$ cat src/rtl/sdr_seq_pkg.sv
package sdr_seq_pkg;

  localparam int SD_ADDR_W   = 12;
  localparam int PRE_ALL_BIT = 10;

  // {cs_n, ras_n, cas_n, we_n}
  typedef logic [3:0] sd_cmd_t;
  localparam sd_cmd_t CMD_NOP = 4'b0111;
  localparam sd_cmd_t CMD_PRE = 4'b0010;
  localparam sd_cmd_t CMD_REF = 4'b0001;
  localparam sd_cmd_t CMD_MRS = 4'b0000;

  typedef enum logic [2:0] {
    S_PAUSE, S_PRE, S_IREF, S_MRS, S_WAIT, S_IDLE, S_RREF
  } seq_st_t;

  function automatic logic [SD_ADDR_W-1:0] pack_mode(
    input logic [2:0] blen, input logic ilv,
    input logic [2:0] clat, input logic swr);
    return {2'b00, swr, 2'b00, clat, ilv, blen};
  endfunction

endpackage

$ cat src/rtl/sdr_interval_timer.sv
module sdr_interval_timer #(
  parameter int PERIOD = 1953
) (
  input  logic clk,
  input  logic rst_n,
  input  logic en,
  output logic tick
);
  localparam int TW = (PERIOD > 1) ? $clog2(PERIOD) : 1;
  localparam logic [TW-1:0] LAST = TW'(PERIOD - 1);

  logic [TW-1:0] cnt;

  always_ff @(posedge clk) begin
    if (!rst_n || !en)   cnt <= '0;
    else if (cnt == LAST) cnt <= '0;
    else                 cnt <= cnt + 1'b1;
  end

  assign tick = en && (cnt == LAST);
endmodule

$ cat src/rtl/sdr_refresh_ledger.sv
module sdr_refresh_ledger #(
  parameter int PEND_W       = 4,
  parameter int URGENT_LIMIT = 8
) (
  input  logic clk,
  input  logic rst_n,
  input  logic add_one,
  input  logic take_one,
  output logic owed_nz,
  output logic urgent
);
  localparam int PEND_MAX = (1 << PEND_W) - 1;

  logic [PEND_W-1:0] owed;

  always_ff @(posedge clk) begin
    if (!rst_n) owed <= '0;
    else if (add_one && !take_one && owed != PEND_W'(PEND_MAX)) owed <= owed + 1'b1;
    else if (take_one && !add_one) owed <= owed - 1'b1;
  end

  assign owed_nz = (owed != '0);

  generate
    if (URGENT_LIMIT >= PEND_MAX) begin : g_never
      assign urgent = 1'b0;
    end else begin : g_cmp
      assign urgent = (owed > PEND_W'(URGENT_LIMIT));
    end
  endgenerate
endmodule

$ cat src/rtl/sdr_cmd_sequencer.sv
module sdr_cmd_sequencer
  import sdr_seq_pkg::*;
#(
  parameter int PAUSE_CYC = 25000,
  parameter int TRP_CYC   = 3,
  parameter int TRC_CYC   = 9,
  parameter int TMRD_CYC  = 2,
  parameter int INIT_REFS = 8
) (
  input  logic                 clk,
  input  logic                 rst_n,
  input  logic                 owed_nz,
  input  logic                 ref_gnt,
  input  logic [SD_ADDR_W-1:0] mode_word,
  output sd_cmd_t              cmd,
  output logic [SD_ADDR_W-1:0] addr,
  output logic                 run,
  output logic                 ref_req,
  output logic                 issue
);
  localparam int CNT_W = $clog2(PAUSE_CYC + 1);
  localparam int NR_W  = $clog2(INIT_REFS + 1);
  localparam logic [CNT_W-1:0] GAP_RP = CNT_W'(TRP_CYC - 2);
  localparam logic [CNT_W-1:0] GAP_RC = CNT_W'(TRC_CYC - 2);
  localparam logic [CNT_W-1:0] GAP_MR = CNT_W'(TMRD_CYC - 2);

  seq_st_t          st, nxt;
  logic [CNT_W-1:0] cnt;
  logic [NR_W-1:0]  nref;
  logic             run_q;

  assign run     = run_q;
  assign ref_req = run_q && owed_nz &&
                   (st == S_IDLE || (st == S_WAIT && cnt == '0));
  assign issue   = ref_req && ref_gnt;

  always_ff @(posedge clk) begin
    if (!rst_n) begin
      st    <= S_PAUSE;
      nxt   <= S_IDLE;
      cnt   <= CNT_W'(PAUSE_CYC - 1);
      nref  <= '0;
      run_q <= 1'b0;
    end else begin
      case (st)
        S_PAUSE: if (cnt == '0) st <= S_PRE; else cnt <= cnt - 1'b1;
        S_PRE: begin
          st <= S_WAIT; cnt <= GAP_RP; nxt <= S_IREF;
        end
        S_IREF: begin
          st   <= S_WAIT;
          cnt  <= GAP_RC;
          nref <= nref + 1'b1;
          nxt  <= (nref == NR_W'(INIT_REFS - 1)) ? S_MRS : S_IREF;
        end
        S_MRS: begin
          st <= S_WAIT; cnt <= GAP_MR; nxt <= S_IDLE;
        end
        S_WAIT: begin
          if (cnt != '0) cnt <= cnt - 1'b1;
          else if (issue) st <= S_RREF;
          else begin
            st <= nxt;
            if (nxt == S_IDLE) run_q <= 1'b1;
          end
        end
        S_IDLE: if (issue) st <= S_RREF;
        S_RREF: begin
          st <= S_WAIT; cnt <= GAP_RC; nxt <= S_IDLE;
        end
        default: st <= S_PAUSE;
      endcase
    end
  end

  always_comb begin
    cmd  = CMD_NOP;
    addr = '0;
    case (st)
      S_PRE: begin
        cmd = CMD_PRE;
        addr[PRE_ALL_BIT] = 1'b1;
      end
      S_IREF, S_RREF: cmd = CMD_REF;
      S_MRS: begin
        cmd  = CMD_MRS;
        addr = mode_word;
      end
      default: ;
    endcase
  end
endmodule

$ cat src/rtl/sdr_init_refresh.sv
module sdr_init_refresh
  import sdr_seq_pkg::*;
#(
  parameter int CLK_MHZ      = 125,
  parameter int PAUSE_US     = 200,
  parameter int REFI_NS      = 15625,
  parameter int TRP_CYC      = 3,
  parameter int TRC_CYC      = 9,
  parameter int TMRD_CYC     = 2,
  parameter int INIT_REFS    = 8,
  parameter int PEND_W       = 4,
  parameter int URGENT_LIMIT = 8
) (
  input  logic        clk,
  input  logic        rst_n,
  input  logic [2:0]  cfg_burst_len,
  input  logic        cfg_interleave,
  input  logic [2:0]  cfg_cas_lat,
  input  logic        cfg_single_write,
  input  logic        ref_gnt,
  output logic        sd_cke,
  output logic        sd_cs_n,
  output logic        sd_ras_n,
  output logic        sd_cas_n,
  output logic        sd_we_n,
  output logic [11:0] sd_addr,
  output logic        ready,
  output logic        ref_req,
  output logic        ref_urgent
);
  localparam int PAUSE_CYC = CLK_MHZ * PAUSE_US;
  localparam int REFI_CYC  = (CLK_MHZ * REFI_NS) / 1000;

  logic    tick, issue, owed_nz, run;
  sd_cmd_t cmd;

  sdr_interval_timer #(.PERIOD(REFI_CYC)) u_timer (
    .clk(clk), .rst_n(rst_n), .en(run), .tick(tick)
  );

  sdr_refresh_ledger #(.PEND_W(PEND_W), .URGENT_LIMIT(URGENT_LIMIT)) u_ledger (
    .clk(clk), .rst_n(rst_n), .add_one(tick), .take_one(issue),
    .owed_nz(owed_nz), .urgent(ref_urgent)
  );

  sdr_cmd_sequencer #(
    .PAUSE_CYC(PAUSE_CYC), .TRP_CYC(TRP_CYC), .TRC_CYC(TRC_CYC),
    .TMRD_CYC(TMRD_CYC), .INIT_REFS(INIT_REFS)
  ) u_seq (
    .clk(clk), .rst_n(rst_n), .owed_nz(owed_nz), .ref_gnt(ref_gnt),
    .mode_word(pack_mode(cfg_burst_len, cfg_interleave, cfg_cas_lat, cfg_single_write)),
    .cmd(cmd), .addr(sd_addr), .run(run), .ref_req(ref_req), .issue(issue)
  );

  assign {sd_cs_n, sd_ras_n, sd_cas_n, sd_we_n} = cmd;
  assign sd_cke = 1'b1;
  assign ready  = run;
endmodule

$ cat config.mk
export PLATFORM = sky130hd
export DESIGN_NAME = sdr_init_refresh
export DESIGN_NICKNAME = d
export VERILOG_FILES = /design/src/rtl/sdr_seq_pkg.sv /design/src/rtl/sdr_interval_timer.sv /design/src/rtl/sdr_refresh_ledger.sv /design/src/rtl/sdr_cmd_sequencer.sv /design/src/rtl/sdr_init_refresh.sv
export SDC_FILE = /design/constraint.sdc
export NUM_CORES = 1
export LEC_CHECK = 0
export BUFFER_PORTS_ARGS = -buffer_cell sky130_fd_sc_hd__buf_2
export CORE_MARGIN = 2
export CORE_UTILIZATION = 35
export CTS_BUF_LIST = sky130_fd_sc_hd__clkbuf_8
export DETAILED_ROUTE_END_ITERATION = 7
export SYNTH_ARGS = -nofsm -noshare
export SYNTH_HDL_FRONTEND = slang
export SYNTH_SLANG_ARGS = --single-unit
$ cat constraint.sdc
create_clock -name clk -period 2.5 [get_ports clk]
set_input_delay 0 -clock clk [delete_from_list [all_inputs] [get_ports clk]]
set_output_delay 0 -clock clk [all_outputs]
set_load 0.02 [all_outputs]
* Word-level counts from Yosys, hierarchy flattened
Index checks and enable logic that the tools add are counted.
Word-level totals: register bits after elaboration 41, input port bits 11, output and inout bits 20, word-level logic and storage cells 73
Operators by class: add/subtract/negate cells 5, $lt $le $gt $ge 1, eq/ne operators 15, multiplexer cells 15, bitwise gates (word level) 2, reductions and logical operators 28
Operator list (count):
- 15-bit case mux with 5 select lines | 1
- 15-bit 2-to-1 mux | 2
- 3-bit case mux with 3 select lines | 2
- 15-bit zero test | 1
- 15-bit nonzero test | 1
- 15-bit by 1-bit subtractor with 15-bit output, second input constant | 1
- 3-bit == test, second input constant | 4
- 3-bit 2-to-1 mux | 4
- 3-bit case mux with 4 select lines | 1
- 11-bit by 1-bit adder with 11-bit output, second input constant | 1
- 11-bit == test, second input constant | 1
- 10-bit 2-to-1 mux | 1
- 4-bit by 1-bit adder with 4-bit output, second input constant | 2
- 1-bit logical AND | 8
- 4-bit 2-to-1 mux | 2
- 2-bit != test, second input constant | 4
- 3-bit by 2-bit == test with 1-bit output, second input constant | 2
- 3-bit AND reduction | 2
- 2-bit OR reduction | 3
- 5-bit nonzero test | 1
- 4-bit by 3-bit == test with 1-bit output, second input constant | 1
- 4-bit greater-than comparator, second input constant | 1
- 1-bit zero test | 4
- 4-bit != test, second input constant | 1
- other kinds (12) | 15

* Longest topological paths before layout
depth after elaboration 9, gate-level depth with buffers 13, gate-level depth less buffers 12

* Cells and area by module
A second synthesis with hierarchy kept.
Unflattened totals: cell total of the unflattened synthesis 270, area total of the unflattened synthesis 2319.7 sq um
Modules (own cells, without submodules):
- sdr_cmd_sequencer | times used 1, cells each 178, area each 1482.7 sq um, sequential area each 520.5 sq um
- sdr_interval_timer | times used 1, cells each 59, area each 528.0 sq um, sequential area each 220.2 sq um
- sdr_refresh_ledger | times used 1, cells each 30, area each 294.0 sq um, sequential area each 80.1 sq um
- sdr_init_refresh | times used 1, cells each 3, area each 15.0 sq um, sequential area each 0.0 sq um

* Least setup slack after synthesis
OpenSTA, ideal clock, no wires.
path kind flip-flop to flip-flop, start reg u_seq.cnt[0], end reg u_ledger.owed[3], library setup time 72 ps, arrival time 2605 ps, data required time 2428 ps, slack -176 ps, cell stages (with the launch flop) 14, buffers on the path 1, period minus slack after synthesis 2676 ps, path through dfxtp_1 > inv_1 > ha_1 > nor4b_2 > and4_1 > buf_6 > o2111a_4 > nand4b_4 > ha_1 > a21o_2 > a21oi_1 > nand3_1 > o21ai_2 > mux2i_1
Between the ends: cells in the longest elaborated chain, start to end 9, elaborated cells on any way between the ends 11, classes of those cells 1 x mux; 10 x reduce/logical
RTL lines:
- start: declaration | line sdr_cmd_sequencer.sv:28 | logic [CNT_W-1:0] cnt;
- start signal: assignment | line sdr_cmd_sequencer.sv:41 | cnt <= CNT_W'(PAUSE_CYC - 1);
- start signal: assignment | line sdr_cmd_sequencer.sv:60 | if (cnt != '0) cnt <= cnt - 1'b1;
- 15-bit zero test (*) | line sdr_cmd_sequencer.sv:34 | (st == S_IDLE || (st == S_WAIT && cnt == '0));
- 1-bit logical AND (*) | line sdr_cmd_sequencer.sv:34
- 1-bit logical OR (*) | line sdr_cmd_sequencer.sv:34
- 1-bit logical AND (*) | line sdr_cmd_sequencer.sv:33 | assign ref_req = run_q && owed_nz &&
- 1-bit logical AND (*) | line sdr_cmd_sequencer.sv:35 | assign issue = ref_req && ref_gnt;
- 1-bit zero test | line sdr_refresh_ledger.sv:18 | else if (add_one && !take_one && owed != PEND_W'(PEND_MAX)) owed <= owed + 1'b1;
- 1-bit logical AND (2 in series) | line sdr_refresh_ledger.sv:18
- 4-bit 2-to-1 mux or 2-bit nonzero test (tied branches)
- end signal: assignment | line sdr_refresh_ledger.sv:18
- end signal: assignment | line sdr_refresh_ledger.sv:19 | else if (take_one && !add_one) owed <= owed - 1'b1;
- end: declaration | line sdr_refresh_ledger.sv:14 | logic [PEND_W-1:0] owed;
Every way passes the cells marked *; elsewhere a longest branch is shown, timed or not. A chain may end at the register's enable or synchronous reset.

* Worst setup path after layout
start reg u_ledger.owed[3], end reg u_ledger.owed[3]
Between the ends: cells in the longest elaborated chain, start to end 8, elaborated cells on any way between the ends 14, classes of those cells 2 x add/sub; 1 x eq/ne; 2 x mux; 9 x reduce/logical
RTL lines:
- branches (longest 8 deep; another with 4-bit by 1-bit subtractor with 4-bit output)
Parallel ways; which one is timed is not known. The select of a mux whose other input is x is not followed.

==> results <==
- The max-capacitance violation count is 0.
- The critical path is of the reg2reg type.
- The worst-case clock buffer depth is 2.
- The utilization after layout is 44.00%.
- The overall track demand over capacity in global routing is 13.76%.
- Of the available clock period, the critical path in the final layout requires 96.58%.
- The delay of the slowest cell on the worst path is 0.52 ns.
- The critical path goes through or4_4 > and3_4 > o2111a_4 > nand4b_4 > ha_4 > a21o_2 > a21oi_2 > nand3_1 > o21ai_2 > mux2i_1.
- The detailed-route wire length is 4.620 mm.
- The proportion of power drawn by the clock network is 43.5%.
- The final worst clock skew is 0.006570 ns.
- The flow ran to the end, and the final reports show no timing, DRC or antenna violations.
- Setup slack closes at 0.08546 ns.
- At the end of routability-driven placement, the weighted congestion stood at 0.8069.
- The share of total power in sequential cells is 52.2%.
- Summing all placed instances gives a cell area of 2514 um^2.
- The residual antenna-violating net count after detailed routing is 0.
- After synthesis, the largest family of logic cells by area is simple AND/OR/NAND/NOR gates.
- The number of design rule violations left after detail routing is 0.
- The number of buffers inserted during clock tree synthesis is 5.
- The design internal power is 0.9997 mW.
- Based on the critical path, the design can be clocked at up to 414.2 MHz.
- The worst slew slack as a fraction of its limit is 65.46%.
- After Yosys synthesis, and, or, nand and nor cells account for 29.40% of the synthesized area.
- The count of H-tree levels built during CTS is 2.
- The floorplan step defined a core boundary enclosing 6026 um^2.
- The number of different library cells used by synthesis comes to 55.
- The via count of the first global-routing pass is 1713.
- After detailed routing, the average wire length per cell comes to 12.32 um.
- Buffers placed on the I/O ports in this run total 25.
- The hold violation total from the final report is 0.
- The number of iterations in the first detailed-routing pass is 4.
- The adder-cell share of the synthesized area is 4.862%.
- The area growth from synthesis to layout is 19.79%.
- The number of antenna violations at the first check in global routing is 0.
- The net switching power of the design is 0.2668 mW.
- The setup check on the worst reg-to-reg path leaves a slack of 0.09 ns.
- Excluding fillers, the count of instances in the completed layout stands at 375.
- The kind of path behind the tightest hold check is in2reg.
- CTS placed an instance of sky130_fd_sc_hd__clkbuf_8 at the clock tree root.
- The number of placed instances with taps included is 365.
- TritonCTS built the clock tree.
- The effective utilization at floorplan is 36.73%.
- The switching power share of the total is 21.07%.
- The relative contribution of combinational cells to total power is 4.3%.
- The post-route netlist has 24.67% of its cells at a drive strength greater than 1.
- The floorplan has 28 rows.
- Across the VDD grid, the largest voltage drop is 0.2344 mV.
- The portion of the post-synthesis area used by sequential elements is 37.08%.
- The first global-routing pass estimated 7.976 mm of wire.
- The total power is 1.267 mW.
- The final setup violation count is 0.
- In the final design database the tool counted 318 nets.
- The slew at the pin closest to its max-slew limit is 0.5172 ns.
- The number of clock sinks is 41.
- The chip width is 83.53 um.
- The detailed router's first-iteration violation count is 66.
- The data required time at the worst endpoint is 2.72 ns.
- Counting flops with an async set or reset pin after synthesis yields a share of 0%.
- Once detailed placement completed, the half-perimeter wirelength came to 3.401 mm.
- After clock tree synthesis, the flow added hold-fix buffers numbering 0.
- The library cell used most frequently in the layout, excluding fill and tap cells, is sky130_fd_sc_hd__dfxtp_1.
- The total of flip-flops plus latches after synthesis is 41.
- The number of enable flip-flop cells after synthesis is 0.
- During synthesis, Yosys emitted a total of 0 warnings.
- The later pin in the worst-skew pair is clocked with a latency of 0.29 ns.
- The post-layout instance area is 2651 um^2.
- Summing the areas of all compound-gate instances in the mapped netlist gives 11.81% of the synthesized area.
- The post-placement setup slack is 0.03137 ns.
- The highest net fanout along the worst path is 4.
- The number of max-slew violations in the final report is 0.
- The clock-pin slew reported for the worst setup and hold paths after clock tree synthesis is 0.08 ns.
- The type of element launching the critical path is a flop.
- The aggregate global routing overflow is 0.
- Data arrives at the worst endpoint at 2.64 ns.
- The die outline area is 6976 um^2.
- Power spread over the standard cell area amounts to 477.7 nW/um^2.
- The area of the mapped netlist is 2213 um^2.
- Of the post-synthesis cell area, the part taken by muxes is 0.9045%.
- The total inserted antenna cells is 0.
- The largest net degree at the start of global routing is 19.
- After Yosys synthesis, XOR and XNOR cells account for 10.29% of the synthesized area.
- The type of destination of the critical path is a flop.
- Dividing the detail-routed via count by the number of cells gives 4.944.
- In this run the static leakage power is 1.055 nW.
- Subtracting the final worst setup slack from the clock period gives 2.415 ns.
- Across all layers, the routed design uses 1854 vias.
- In the synthesized netlist the dominant register cell turns out to be sky130_fd_sc_hd__dfxtp_1.
- The die extent in y is 83.53 um.
- The standard cell with the maximum stage delay on the critical path is sky130_fd_sc_hd__or4_4.
- The synthesized area divided by synthesized cell count is 8.513 um^2.
- After technology mapping, the gate count stands at 260.
- For this design the top-level I/O count stands at 31.
- In the layout the commonest cells are 39 x sky130_fd_sc_hd__dfxtp_1, 37 x sky130_fd_sc_hd__nor2_1, 25 x sky130_fd_sc_hd__buf_2.
cell families (layout without fill, tap and decap cells):
family,count (synthesis),count (layout)
multiplexers,2,2
XOR/XNOR,26,26
other,2,5
buffers and inverters,24,61
adder cells (fa/ha/maj),8,8
AO/OA/AOI/OAI,37,37
flip-flops,41,41
AND/OR/NAND/NOR,120,120
layer usage:
metal,up-vias,global-route usage [%],share of wire (%)
met4,0,3.959,1.1
li1,957,-,-
met1,830,19.40,51
met5,-,0,0
met3,7,3.363,6.0
met2,60,20.89,42
synth_stat cells, types with 2 or more instances:
master | n | share of area [%]
sky130_fd_sc_hd__mux2i_1 | 2 | 0.90
sky130_fd_sc_hd__and2_1 | 8 | 2.3
sky130_fd_sc_hd__conb_1 | 2 | 0.34
sky130_fd_sc_hd__dfxtp_1 | 41 | 37
sky130_fd_sc_hd__nor4_2 | 2 | 1.1
sky130_fd_sc_hd__nand4_1 | 3 | 0.85
sky130_fd_sc_hd__and3_1 | 3 | 0.85
sky130_fd_sc_hd__nand3_1 | 16 | 3.6
sky130_fd_sc_hd__nor3_1 | 5 | 1.1
sky130_fd_sc_hd__xor2_1 | 19 | 7.5
sky130_fd_sc_hd__nand3b_1 | 3 | 1.0
sky130_fd_sc_hd__inv_1 | 9 | 1.5
sky130_fd_sc_hd__or2_1 | 2 | 0.57
sky130_fd_sc_hd__a21o_1 | 3 | 1.0
sky130_fd_sc_hd__nand4b_1 | 2 | 0.79
sky130_fd_sc_hd__o21ai_0 | 3 | 0.68
sky130_fd_sc_hd__ha_1 | 7 | 4.0
sky130_fd_sc_hd__clkbuf_1 | 6 | 1.0
sky130_fd_sc_hd__o211ai_1 | 2 | 0.68
sky130_fd_sc_hd__nor2_1 | 37 | 6.3
sky130_fd_sc_hd__buf_4 | 5 | 1.7
sky130_fd_sc_hd__nand2b_1 | 2 | 0.57
sky130_fd_sc_hd__xnor2_1 | 7 | 2.8
sky130_fd_sc_hd__a211oi_2 | 2 | 1.1
sky130_fd_sc_hd__nand2_1 | 24 | 4.1
sky130_fd_sc_hd__or4_1 | 2 | 0.68
sky130_fd_sc_hd__a21oi_1 | 10 | 2.3
sky130_fd_sc_hd__o21ai_1 | 6 | 1.4
final timing paths:
kind                          from               end  cells after the start
setup reg to reg  u_ledger.owed[3]  u_ledger.owed[3]                     10
setup / recovery  u_ledger.owed[3]  u_ledger.owed[3]                     10
hold / removal               rst_n      u_seq.cnt[0]                      2
hold reg to reg       u_seq.nxt[1]      u_seq.nxt[1]                      2
critical path, delay by kind of cell (launching register included):
| family | cells | cell delay, ns |
|---|---|---|
| simple gates | 4 | 1.01 |
| compound gates | 4 | 0.56 |
| fa+ha+maj | 1 | 0.26 |
| mux | 1 | 0.20 |
| flops | 1 | 0.31 |
area by class of cell:
cell class | count | area [um^2]
Timing Repair Buffer | 43 | 260.3
Tap cell | 75 | 93.84
Clock inverter | 2 | 33.78
Fill cell | 624 | 3374
Multi-Input combinational cell | 198 | 1320
Clock buffer | 6 | 82.58
Sequential cell | 41 | 823.3
Inverter | 10 | 37.54
timing repair:
action / CTS / global route
setup buffers: 0 / 2
endpoints found under the setup margin: 0 / 1
gates resized for setup: 0 / 2
state kept, by name, indices dropped and copies added, names as in the netlist:
name and flops:
u_seq.cnt 15, u_timer.cnt 11, u_ledger.owed 4, u_seq.nref 4, u_seq.nxt 3, u_seq.st 3, u_seq.run 1
power by group through the flow:
| stage | Combinational (mW) | Clock [mW] | Sequential, mW |
|---|---|---|---|
| finish | 0.0546 | 0.550 | 0.661 |
| global route | 0.0603 | 0.595 | 0.662 |
| CTS | 0.0547 | 0.567 | 0.661 |
| detailed placement | 0.0545 | 0 | 0.677 |
| global placement | 0.0546 | 0 | 0.677 |
| floorplan | 0.0385 | 0 | 0.677 |
metrics by stage:
| step | hold WS, ns | TNS [ns] |
|---|---|---|
| after floorplan | 0.1827 | -0.02640 |
| after global placement | 0.3175 | 0 |
| after detailed placement | 0.3192 | 0 |
| after CTS | 0.04386 | 0 |
| after global routing | 0.05938 | -0.007625 |
| final | 0.05069 | 0 |
No activity file was read; power rests on OpenSTA's default activity.
